<file path="src/rtl/dma_arb_pkg.sv">
package dma_arb_pkg;

  typedef enum logic [2:0] {
    ST_RESET = 3'd0,
    ST_IDLE  = 3'd1,
    ST_LREQ  = 3'd2,
    ST_LXFER = 3'd3,
    ST_RREQ  = 3'd4,
    ST_RXFER = 3'd5
  } arb_state_t;

  localparam logic [1:0] OWN_NONE   = 2'b00;
  localparam logic [1:0] OWN_LOCAL  = 2'b01;
  localparam logic [1:0] OWN_REMOTE = 2'b10;

  localparam int BURST_W = 4;

  // Burst length selected by the 2-bit configuration field.
  function automatic logic [BURST_W-1:0] burst_len(input logic [1:0] sel);
    case (sel)
      2'd0:    return BURST_W'(2);
      2'd1:    return BURST_W'(4);
      2'd2:    return BURST_W'(8);
      default: return BURST_W'(12);
    endcase
  endfunction

endpackage

</file>
<file path="src/rtl/dma_rst_sync.sv">
module dma_rst_sync #(
  parameter int STAGES = 2
) (
  input  logic clk,
  input  logic rst_n,
  output logic rst_sync_n
);

  logic [STAGES-1:0] sync_q;

  always_ff @(posedge clk or negedge rst_n) begin
    if (!rst_n) sync_q <= '0;
    else        sync_q <= {sync_q[STAGES-2:0], 1'b1};
  end

  assign rst_sync_n = sync_q[STAGES-1];

endmodule

</file>
<file path="src/rtl/dma_burst_ctr.sv">
module dma_burst_ctr #(
  parameter int W = dma_arb_pkg::BURST_W
) (
  input  logic         clk,
  input  logic         rst_n,
  input  logic         clr,
  input  logic         load,
  input  logic [W-1:0] len,
  input  logic         dec,
  output logic         last
);

  logic [W-1:0] cnt_q, cnt_d;

  always_comb begin
    cnt_d = cnt_q;
    if (clr)                         cnt_d = '0;
    else if (load)                   cnt_d = len;
    else if (dec && cnt_q != '0)     cnt_d = cnt_q - W'(1);
  end

  always_ff @(posedge clk or negedge rst_n) begin
    if (!rst_n) cnt_q <= '0;
    else        cnt_q <= cnt_d;
  end

  assign last = (cnt_q == W'(1));

endmodule

</file>
<file path="src/rtl/dma_rmt_ctr.sv">
module dma_rmt_ctr #(
  parameter int W = 8
) (
  input  logic         clk,
  input  logic         rst_n,
  input  logic         clr,
  input  logic         load,
  input  logic [W-1:0] load_val,
  input  logic         dec,
  output logic         pending,
  output logic         last
);

  logic [W-1:0] cnt_q, cnt_d;

  always_comb begin
    cnt_d = cnt_q;
    if (clr)                         cnt_d = '0;
    else if (load)                   cnt_d = load_val;
    else if (dec && cnt_q != '0)     cnt_d = cnt_q - W'(1);
  end

  always_ff @(posedge clk or negedge rst_n) begin
    if (!rst_n) cnt_q <= '0;
    else        cnt_q <= cnt_d;
  end

  assign pending = (cnt_q != '0);
  assign last    = (cnt_q == W'(1));

endmodule

</file>
<file path="src/rtl/dma_arb_fsm.sv">
module dma_arb_fsm
  import dma_arb_pkg::*;
(
  input  logic       clk,
  input  logic       rst_n,
  input  logic       abort,
  input  logic       cmd_start,
  input  logic       local_go,
  input  logic       rmt_pending,
  input  logic       rmt_last,
  input  logic       burst_last,
  input  logic       bus_grant,
  output arb_state_t state,
  output logic       burst_load,
  output logic       burst_dec,
  output logic       rmt_dec
);

  arb_state_t st_q, st_d;

  always_comb begin
    st_d       = st_q;
    burst_load = 1'b0;
    burst_dec  = 1'b0;
    rmt_dec    = 1'b0;
    if (abort) begin
      st_d = ST_RESET;
    end else begin
      unique case (st_q)
        ST_RESET: if (cmd_start) st_d = ST_IDLE;
        ST_IDLE: begin
          if (local_go)         st_d = ST_LREQ;
          else if (rmt_pending) st_d = ST_RREQ;
        end
        ST_LREQ: begin
          if (bus_grant) begin
            st_d       = ST_LXFER;
            burst_load = 1'b1;
          end
        end
        ST_LXFER: begin
          burst_dec = 1'b1;
          if (burst_last) st_d = ST_IDLE;
        end
        ST_RREQ: begin
          if (local_go)       st_d = ST_LREQ;
          else if (bus_grant) st_d = ST_RXFER;
        end
        ST_RXFER: begin
          rmt_dec = 1'b1;
          if (rmt_last) begin
            st_d = ST_IDLE;
          end else if (local_go) begin
            st_d       = ST_LXFER;
            burst_load = 1'b1;
          end
        end
        default: st_d = ST_RESET;
      endcase
    end
  end

  always_ff @(posedge clk or negedge rst_n) begin
    if (!rst_n) st_q <= ST_RESET;
    else        st_q <= st_d;
  end

  assign state = st_q;

endmodule

</file>
<file path="src/rtl/dma_bus_arbiter.sv">
module dma_bus_arbiter
  import dma_arb_pkg::*;
#(
  parameter int LVL_W = 5,
  parameter int CNT_W = 8
) (
  input  logic             clk,
  input  logic             rst_n,
  input  logic             cmd_start,
  input  logic             cmd_stop,
  input  logic             hard_rst,
  input  logic             err_fifo_under,
  input  logic             err_fifo_over,
  input  logic             err_ring_over,
  input  logic [1:0]       burst_sel,
  input  logic             fifo_req,
  input  logic [LVL_W-1:0] fifo_level,
  input  logic [LVL_W-1:0] fifo_thresh,
  input  logic             rmt_req,
  input  logic [CNT_W-1:0] rmt_count,
  input  logic             bus_grant,
  output logic             bus_req,
  output logic [1:0]       owner,
  output logic             byte_strobe,
  output logic             in_reset
);

  logic       rst_sync_n;
  logic       abort_now;
  logic       local_go;
  logic       rmt_pending, rmt_last, rmt_load, rmt_clr, rmt_dec;
  logic       burst_last, burst_load, burst_dec;
  arb_state_t state;

  dma_rst_sync #(.STAGES(2)) u_rst_sync (
    .clk        (clk),
    .rst_n      (rst_n),
    .rst_sync_n (rst_sync_n)
  );

  assign abort_now = cmd_stop | hard_rst | err_fifo_under | err_fifo_over | err_ring_over;
  assign local_go  = fifo_req && (fifo_level > fifo_thresh);

  assign rmt_clr  = abort_now || (state == ST_RESET);
  assign rmt_load = rmt_req && !rmt_pending && (rmt_count != '0);

  dma_arb_fsm u_fsm (
    .clk         (clk),
    .rst_n       (rst_sync_n),
    .abort       (abort_now),
    .cmd_start   (cmd_start),
    .local_go    (local_go),
    .rmt_pending (rmt_pending),
    .rmt_last    (rmt_last),
    .burst_last  (burst_last),
    .bus_grant   (bus_grant),
    .state       (state),
    .burst_load  (burst_load),
    .burst_dec   (burst_dec),
    .rmt_dec     (rmt_dec)
  );

  dma_burst_ctr #(.W(BURST_W)) u_burst (
    .clk   (clk),
    .rst_n (rst_sync_n),
    .clr   (abort_now),
    .load  (burst_load),
    .len   (burst_len(burst_sel)),
    .dec   (burst_dec),
    .last  (burst_last)
  );

  dma_rmt_ctr #(.W(CNT_W)) u_rmt (
    .clk      (clk),
    .rst_n    (rst_sync_n),
    .clr      (rmt_clr),
    .load     (rmt_load),
    .load_val (rmt_count),
    .dec      (rmt_dec),
    .pending  (rmt_pending),
    .last     (rmt_last)
  );

  always_comb begin
    bus_req     = 1'b0;
    owner       = OWN_NONE;
    byte_strobe = 1'b0;
    unique case (state)
      ST_LREQ, ST_RREQ: bus_req = !abort_now;
      ST_LXFER: begin
        bus_req     = !abort_now;
        byte_strobe = !abort_now;
        owner       = OWN_LOCAL;
      end
      ST_RXFER: begin
        bus_req     = !abort_now;
        byte_strobe = !abort_now;
        owner       = OWN_REMOTE;
      end
      default: ;
    endcase
  end

  assign in_reset = (state == ST_RESET);

endmodule

</file>
<file path="config.mk">
export PLATFORM = sky130hd
export DESIGN_NAME = dma_bus_arbiter
export DESIGN_NICKNAME = d
export VERILOG_FILES = /design/src/rtl/dma_arb_pkg.sv /design/src/rtl/dma_rst_sync.sv /design/src/rtl/dma_burst_ctr.sv /design/src/rtl/dma_rmt_ctr.sv /design/src/rtl/dma_arb_fsm.sv /design/src/rtl/dma_bus_arbiter.sv
export SDC_FILE = /design/constraint.sdc
export NUM_CORES = 1
export LEC_CHECK = 0
export ABC_CLOCK_PERIOD_IN_PS = 2400
export CORE_ASPECT_RATIO = 1.75
export CORE_MARGIN = 5
export CORE_UTILIZATION = 33
export DETAILED_ROUTE_END_ITERATION = 8
export GPL_TIMING_DRIVEN = 0
export PLACE_DENSITY = 0.61
export SETUP_SLACK_MARGIN = 0.5
export SLEW_MARGIN = 20
export SYNTH_ARGS = -nofsm -noshare
export SYNTH_HDL_FRONTEND = slang
export SYNTH_HIERARCHICAL = 1
export SYNTH_SLANG_ARGS = --single-unit
</file>
<file path="constraint.sdc">
create_clock -name clk -period 2.4 [get_ports clk]
set_clock_uncertainty 0.1 [all_clocks]
set_input_delay 0.48 -clock clk [delete_from_list [all_inputs] [get_ports clk]]
set_output_delay 0.48 -clock clk [all_outputs]
set_load 0.01 [all_outputs]
</file>
==> results of run 1 <==
==> final cells by class <==
cell class | count | area [um2]
Inverter | 15 | 61.3
Clock buffer | 4 | 45.0
Sequential cell | 17 | 427
Buffer | 9 | 83.8
Fill cell | 383 | 1870
Multi-Input combinational cell | 132 | 1300
Timing Repair Buffer | 60 | 559
Tap cell | 51 | 63.8
==> through the flow <==
stage	TNS, ns	setup slack, ns	cells	utilization	area (um2)
CTS	-1.86	-0.659	281	0.548	2410
finish	-2.36	-0.541	288	0.576	2540
detailed placement	-13.92	-1.45	259	0.442	1950
global route	-3.26	-0.600	288	0.576	2540
global placement	-13.92	-1.48	259	0.442	1950
floorplan	-3.43	-0.671	173	-	1530
==> power by group through the flow <==
stage / Combinational, uW / Sequential (uW) / Clock (uW)
finish: 135 / 295 / 222
global placement: 99.9 / 300 / 0
detailed placement: 101 / 300 / 0
global route: 148 / 296 / 243
CTS: 130 / 295 / 228
floorplan: 37.8 / 298 / 0
==> what timing repair did <==
| item | 4_1_cts | 5_1_grt |
|---|---|---|
| pin swaps | 34 | 18 |
| gates resized for setup | 125 | 20 |
| setup endpoints to repair | 20 | 19 |
| setup buffers | 18 | 7 |
==> per-layer routing <==
metal  track usage  share of wire
met5             0              0
met4        0.0601          0.020
met1         0.151           0.36
met3        0.0156          0.032
met2         0.303           0.59
==> cell usage after synthesis (2+ instances only) <==
master,number
nor2_1,20
dfrtp_1,17
inv_1,15
ha_1,10
a21oi_1,8
nand2_1,7
nor3_1,7
a211oi_1,6
a311oi_1,5
mux2i_1,4
nand2b_1,4
nand3_1,4
nor4_1,4
buf_6,3
nand4_1,3
or4_1,3
a31oi_1,2
clkbuf_1,2
conb_1,2
nor3b_1,2
o21ai_0,2
o21ai_1,2
o31ai_1,2
or2_2,2
or3_1,2
or4b_1,2
xnor2_1,2
==> worst paths after layout <==
path	start	end	depth (start not counted)
min reg2reg	u_rst_sync/sync_q[1]	u_rmt/cnt_q[6]	0
max	err_fifo_over	u_rmt/cnt_q[5]	9
min in group clk	u_rst_sync/sync_q[0]	u_rst_sync/sync_q[1]	0
max in group asynchronous	u_rst_sync/sync_q[1]	u_fsm/state[1]	0
max reg2reg	u_fsm/state[0]	u_rmt/cnt_q[5]	7
min	u_rst_sync/sync_q[1]	u_rmt/cnt_q[6]	0
==> cell families (layout without fill, tap and decap cells) <==
group | count (synthesis) | after routing
DFF | 17 | 17
adders and majority gates | 10 | 10
other | 2 | 2
xor gates and xnor gates | 3 | 3
AOI/OAI and AO/OA | 39 | 39
and+or+nand+nor | 73 | 73
buffers and inverters | 24 | 88
muxes | 5 | 5
==> flip-flops by register name, indices dropped and copies added (netlist names) <==
register and cells:
u_fsm/state 3, u_rmt/cnt_q 8, u_burst/cnt_q 4, u_rst_sync/sync_q 2
==> metrics.yaml, run 1 <==
logic_synthesis:
  ys_types: 58
  yosysSeqAreaShare: 0.282
  synth_top_area_cell: "dfrtp_1"
  async_flop_share: 1.00
  synth_top_area_frac: 0.282
  synthAdderAreaFrac: 0.0830
  synth_nets: 214
  synthCells: 173
  ys_ff_latch: 17
  synthTopCellsByArea: "dfrtp_1 28%, ha_1 8.3%, nor2_1 5.0%"
  synth_top_family_by_area: "simple AND/OR/NAND/NOR gates"
  synth_ff_type: "dfrtp_1"
  synth_edf_count: 0
  synth_xor_area_frac: 0.0174
  synthSimpleGateAreaFrac: 0.287
  syn_area_um2: 1510
  ys_warn_count: 6
  avgSynthCellArea_um2: 8.72
  synthMuxAreaShare: 0.0340
  synth_compound_area_frac: 0.201
critical_path:
  worstSetupPathType: "in2reg"
  worst_setup_path_end_kind: "register"
  r2r_setup_slack_ns: -0.13
  worstPathArrival_ns: 3.00
  cpMaxStageDelayCell: "or4_4"
  worstPathCellList: "buf_6 -> or4_4 -> or2_4 -> buf_8 -> nor3_4 -> or4b_4 -> a31o_4 -> or4_4 -> a311oi_2"
  crit_family: "simple AND/OR/NAND/NOR gates"
  cpPeakStageDelay_ns: 0.52
  crit_path_start_kind: "primary input"
  crit_buf_inv: 2
  crit_fanout: 4
  worstPathRequired_ns: 2.46
  cpMostUsedCell: "or4_4"
die:
  die_h_um: 99.4
  io_pins: 36
  die_w_um: 61.1
  die_area_um2: 6070
  initial_utilization: 0.342
  core_area_um2: 4400
  rows: 32
sta:
  hold_slack_ns: 0.187
  setup_violations: 10
  min_period_over_period: 1.23
  hold_violations: 0
  fmax_ghz: 0.340
  max_slew_margin: 0.544
  final_max_slew_viol_count: 0
  rsz0062_at_grt: "yes"
  worstMarginPinSlew_ns: 0.685
  period_needed_ns: 2.94
  setup_slack_ns: -0.541
route:
  drt_iter0_markers: 14
  wl_mm: 4.50
  route.detailed.drc: 0
  antenna_left: 0
  dr.pass1.iters: 5
  via_per_inst: 5.35
  avgRoutedWirePerCell_um: 15.6
  vias: 1541
cts:
  clock_latency_ns: 0.26
  root_buffer: "clkbuf_8"
  cts_tree: "done"
  clockBufferDepth: 2
  cts_buffers: 3
  clk_pin_slew_ns: 0.07
  cts_sinks: 17
  cts_hold_buf: 0
  htree_levels: 1
grt:
  grt_pass1_vias: 1696
  antenna_found_initial: 0
  grt_pass1_wl_mm: 7.30
  overflow: 0
  grt_max_degree: 16
  track_usage: 0.154
place:
  portBuffers: 35
  place_congestion: 0.758
  place_hpwl_mm: 2.95
pwr:
  sw_frac_of_total: 0.255
  p_seq_frac: 0.452
  p_comb_frac: 0.208
  power.density_nw_per_um2: 257
  pwr-share-clk: 0.340
  power_uw: 652
  p_leak_uw: 0.000987
  switching_power_uw: 167
  max-vdd-ir-drop_mv: 0.363
  power.internal_uw: 486
finish:
  syn2layout_area_growth_pct: 68.2
  nets: 279
  drive_above_1_share: 0.468
  diodes: 0
  final_common_cell: "buf_6"
  final_cell_mix: "20 x buf_6, 16 x clkdlybuf4s50_1, 16 x dfrtp_1, 15 x nor2_1, 15 x buf_4"
run_status:
  violations: "negative setup slack"
  outcome: "complete, but fails checks"
job:
  cap_viol_max_count: 0
worst_hold_path:
  hold_class: "reg2async"
Note: power is estimated with default switching activity, not from simulation.
==> run 2: changes to the inputs <==
MAX_ROUTING_LAYER = met4   (was unset)
SLEW_MARGIN = unset   (was 20)
==> run 2 against run 1 <==
Net effect: the flow still finishes with violations (negative setup slack); register-to-register slack hardly changed; worst hold slack worse by 0.0031 ns; clock power hardly changed; count of clock-buffer cells in the layout is the same; critical path type unchanged.
==> metrics.yaml, run 2 (synthesis results as in run 1) <==
pwr:
  max-vdd-ir-drop_mv: 0.363
  pwr-share-clk: 0.340
  power.internal_uw: 486
  switching_power_uw: 166
  p_comb_frac: 0.208
  power.density_nw_per_um2: 257
  sw_frac_of_total: 0.255
  p_seq_frac: 0.452
  p_leak_uw: 0.000987
critical_path:
  worstReg2RegEnd: "u_rmt/cnt_q[5]"
  crit_path_start_kind: "primary input"
  cpMostUsedCell: "or4_4"
  worstPathCellList: "buf_6 -> or4_4 -> or2_4 -> buf_8 -> nor3_4 -> or4b_4 -> a31o_4 -> or4_4 -> a311oi_2"
  r2r_setup_slack_ns: -0.13
  cpMaxStageDelayCell: "or4_4"
  timing.rr.start: "u_fsm/state[0]"
  worstPathArrival_ns: 3.01
  rr_worst_depth: 7
  crit_fanout: 4
  worstPathRequired_ns: 2.46
  worst_setup_path_end_kind: "register"
  cpPeakStageDelay_ns: 0.52
  worstSetupPathType: "in2reg"
place:
  portBuffers: 35
  place_hpwl_mm: 2.95
  place_congestion: 0.768
  dp.cells: 259
  place_ws_ns: -1.45
route:
  vias: 1539
  route.detailed.drc: 0
  avgRoutedWirePerCell_um: 15.6
  drt_iter0_markers: 14
  dr.pass1.iters: 5
  wl_mm: 4.51
  via_per_inst: 5.34
  antenna_left: 0
sta:
  worstMarginPinSlew_ns: 0.678
  final_max_slew_viol_count: 0
  rsz0062_at_grt: "yes"
  hold_violations: 0
  min_period_over_period: 1.23
  setup_slack_ns: -0.544
  max_slew_margin: 0.548
  period_needed_ns: 2.94
  fmax_ghz: 0.340
  tns_ns: -2.38
  setup_violations: 10
die:
  rows: 32
  io_pins: 36
  die_area_um2: 6070
  die_h_um: 99.4
  initial_utilization: 0.342
  core_area_um2: 4400
  die_w_um: 61.1
finish:
  syn2layout_area_growth_pct: 68.2
  largest_reg_flops: 8
  final_cell_mix: "20 x buf_6, 16 x clkdlybuf4s50_1, 16 x dfrtp_1, 15 x nor2_1, 15 x buf_4"
  finalNonFillerCells: 288
  nets: 279
  final_common_cell: "buf_6"
  drive_above_1_share: 0.468
  diodes: 0
  largest_register: "u_rmt/cnt_q"
cts:
  clockBufferDepth: 2
  root_buffer: "clkbuf_8"
  cts_hold_buf: 0
  clk_pin_slew_ns: 0.07
  cts_tree: "done"
  clock_latency_ns: 0.26
  cts_sinks: 17
  htree_levels: 1
  cts_buffers: 3
worst_hold_path:
  hold_class: "reg2async"
grt:
  grt_pass1_wl_mm: 7.31
  grt_pass1_vias: 1695
  track_usage: 0.158
  overflow: 0
  antenna_found_initial: 0
  grt_max_degree: 16
run_status:
  violations: "negative setup slack"
  outcome: "complete, but fails checks"
job:
  cap_viol_max_count: 0
## run 2: area by class of cell
class | instances | area [um2]
Fill cell | 383 | 1870
Sequential cell | 17 | 427
Inverter | 15 | 61.3
Buffer | 9 | 83.8
Timing Repair Buffer | 60 | 559
Multi-Input combinational cell | 132 | 1300
Clock buffer | 4 | 45.0
Tap cell | 51 | 63.8
## run 2: metal layers
metal,global-route usage,part of all wire,wire length (um)
met4,0.0601,0.020,91
met3,0.0156,0.032,146
met2,0.303,0.59,2660
met5,-,0,0
met1,0.151,0.36,1610
## run 2: critical path, delay by kind of cell
family	cells	cell delay [ns]
compound gates	2	0.51
buf+inv	2	0.22
simple gates	5	1.80
## run 2: how the worst max path moves through the flow
stage                              start          endpoint  slack (ns)  cells past startpoint
after global placement    fifo_thresh[4]  u_burst/cnt_q[1]       -1.48                     11
after floorplan                 cmd_stop    u_rmt/cnt_q[5]       -0.67                      8
after detailed placement  fifo_thresh[4]  u_burst/cnt_q[1]       -1.45                     11
final                      err_fifo_over    u_rmt/cnt_q[5]       -0.54                      9
after CTS                  err_ring_over    u_rmt/cnt_q[7]       -0.66                      9
after global routing       err_fifo_over    u_rmt/cnt_q[5]       -0.60                      9
## run 2: per-stage QoR
stage / util / total power, uW / hold WS [ns] / area (um2)
after floorplan: - / 336 / 0.0844 / 1530
after global placement: 0.442 / 400 / 0.200 / 1950
after detailed placement: 0.442 / 402 / 0.199 / 1950
after CTS: 0.548 / 653 / 0.204 / 2410
after global routing: 0.576 / 687 / 0.258 / 2540
final: 0.576 / 652 / 0.184 / 2540
## run 2: power groups by stage
stage / sequential [uW] / clock (uW) / combinational [uW]
floorplan: 298 / 0 / 37.8
global placement: 300 / 0 / 99.9
detailed placement: 300 / 0 / 101
CTS: 295 / 228 / 130
global route: 296 / 243 / 148
finish: 295 / 222 / 135
## run 2: timing repair
action	CTS	global route
resized for setup	125	20
buffers inserted	18	7
setup endpoints to repair	20	19
pin swaps	34	18
==> run 3: changes to the inputs <==
ABC_CLOCK_PERIOD_IN_PS = 3250   (was 2400)
HOLD_SLACK_MARGIN = 0.03   (was unset)
clock period = 3.25 ns   (was 2.4 ns; I/O delays follow)
==> run 3 against run 2 <==
Net effect: the run now ends clean; worst setup slack better by 0.67 ns; die area did not move; global-route usage down 0.84 points; non-clock buffer count shrank 7; total power is 28% lower; critical endpoint unchanged; highest routed layer unchanged.
==> metrics.yaml, run 3 (synthesis results as in run 1) <==
route:
  vias: 1537
  avgRoutedWirePerCell_um: 15.3
  route.detailed.drc: 0
  via_per_inst: 5.47
  drt_iter0_markers: 23
  antenna_left: 0
  wl_mm: 4.29
  dr.pass1.iters: 5
finish:
  nets: 272
  seq_area_um2: 425
  largest_reg_flops: 8
  nFillCells: 422
  final_cell_mix: "19 x clkdlybuf4s50_1, 18 x nor2_1, 17 x dfrtp_1, 13 x buf_4, 11 x buf_6"
  design_area_um2: 2330
  finalNonFillerCells: 281
  diodes: 0
  final_common_cell: "clkdlybuf4s50_1"
  final_core_utilization: 0.530
  syn2layout_area_growth_pct: 54.8
  drive_above_1_share: 0.361
  multi_input_area_um2: 1190
  largest_register: "u_rmt/cnt_q"
pwr:
  max-vdd-ir-drop_mv: 0.219
  power.internal_uw: 352
  pwr-share-clk: 0.348
  sw_frac_of_total: 0.252
  p_comb_frac: 0.190
  p_seq_frac: 0.463
  p_leak_uw: 0.000919
  switching_power_uw: 118
  power.density_nw_per_um2: 201
critical_path:
  crit_family: "simple AND/OR/NAND/NOR gates"
  crit_path_start_kind: "primary input"
  cpPeakStageDelay_ns: 0.53
  worstPathArrival_ns: 3.18
  cpMostUsedCell: "or4_4"
  cpMaxStageDelayCell: "or4_4"
  worstPathCellList: "buf_6 -> or4_4 -> or2_4 -> buf_8 -> nor3_4 -> or4b_4 -> a31o_4 -> or4_4 -> a311oi_2"
  worstSetupPathType: "in2reg"
  crit_buf_inv: 2
  worst_setup_path_end_kind: "register"
  worstPathRequired_ns: 3.31
  crit_fanout: 4
sta:
  hold_slack_ns: 0.173
  tns_ns: 0
  worstMarginPinSlew_ns: 0.660
  fmax_ghz: 0.320
  final_max_slew_viol_count: 0
  setup_violations: 0
  max_slew_margin: 0.560
  rsz0062_at_grt: "yes"
  period_needed_ns: 3.12
  hold_violations: 0
  min_period_over_period: 0.961
cts:
  cts_buffers: 3
  clk_pin_slew_ns: 0.07
  clockBufferDepth: 2
  cts_hold_buf: 0
  cts_sinks: 17
  root_buffer: "clkbuf_8"
  clock_latency_ns: 0.25
  cts_tree: "done"
  htree_levels: 1
place:
  place_hpwl_mm: 2.99
  place_congestion: 0.770
  dpl_cell_area_um2: 1940
  dp.cells: 259
  portBuffers: 35
die:
  rows: 32
  initial_utilization: 0.342
  die_area_um2: 6070
  die_w_um: 61.1
  die_h_um: 99.4
  core_area_um2: 4400
  io_pins: 36
grt:
  track_usage: 0.150
  grt_pass1_wl_mm: 6.91
  overflow: 0
  grt_max_degree: 16
  gr-usage-met1: 0.153
  met3_usage: 0.0208
  busiest_layer: "met2"
  grt_pass1_vias: 1574
  met2_usage: 0.277
  antenna_found_initial: 0
job:
  cap_viol_max_count: 0
worst_hold_path:
  hold_class: "reg2async"
run_status:
  outcome: "finished clean"
## run 3: through the flow
step / power (uW) / worst slack [ns]
global route: 491 / 0.0548
global placement: 296 / -0.790
CTS: 471 / 0.0120
detailed placement: 297 / -0.785
floorplan: 248 / 0.00947
finish: 470 / 0.128
## run 3: worst reg2reg max path: stages (launching register included)
cell and delay [ns]:
dfrtp_1 0.48, nor4_4 0.45, nand3_1 0.22, nand2b_1 0.20
a21oi_1 0.28, inv_1 0.15, dlymetal6s2s_1 0.31, nor2_1 0.20
a211oi_2 0.07
## run 3: path summary, 6_finish.rpt
check / start / to / slack (ns) / cells past startpoint
worst max-delay path: err_fifo_over / u_rmt/cnt_q[5] / 0.13 / 9
worst min-delay path: u_rst_sync/sync_q[1] / u_rmt/cnt_q[2] / 0.17 / 0
worst max register to register: u_rmt/cnt_q[4] / u_rmt/cnt_q[3] / 0.66 / 8
worst min register to register: u_rst_sync/sync_q[1] / u_rmt/cnt_q[2] / 0.17 / 0
max in group asynchronous: u_rst_sync/sync_q[1] / u_burst/cnt_q[0] / 2.46 / 0
min in group clk: u_rst_sync/sync_q[0] / u_rst_sync/sync_q[1] / 0.27 / 0
## run 3: per-layer routing
layer | vias to the layer above | routed length [um]
met1 | 742 | 1480
li1 | 752 | -
met2 | 35 | 2600
met5 | - | 0
met4 | 0 | 53
met3 | 8 | 154
## run 3: area by class of cell
class | count | share of cell area
Multi-Input combinational cell | 132 | 0.508
Timing Repair Buffer | 53 | 0.202
Sequential cell | 17 | 0.182
Buffer | 9 | 0.0359
Tap cell | 51 | 0.0273
Inverter | 15 | 0.0252
Clock buffer | 4 | 0.0193
## run 3: timing repair
action,in CTS,in global routing
pin swaps,16,19
resized for setup,48,43
cloned,0,0
endpoints found under the setup margin,16,11
buffers inserted,14,4
## run 3: power groups by stage
stage	logic, uW	registers (uW)	clock network (uW)
after floorplan	27.9	220	0
after detailed placement	74.7	222	0
final	89.2	217	163
after global routing	99.0	218	173
after global placement	73.9	222	0
after CTS	83.2	218	170
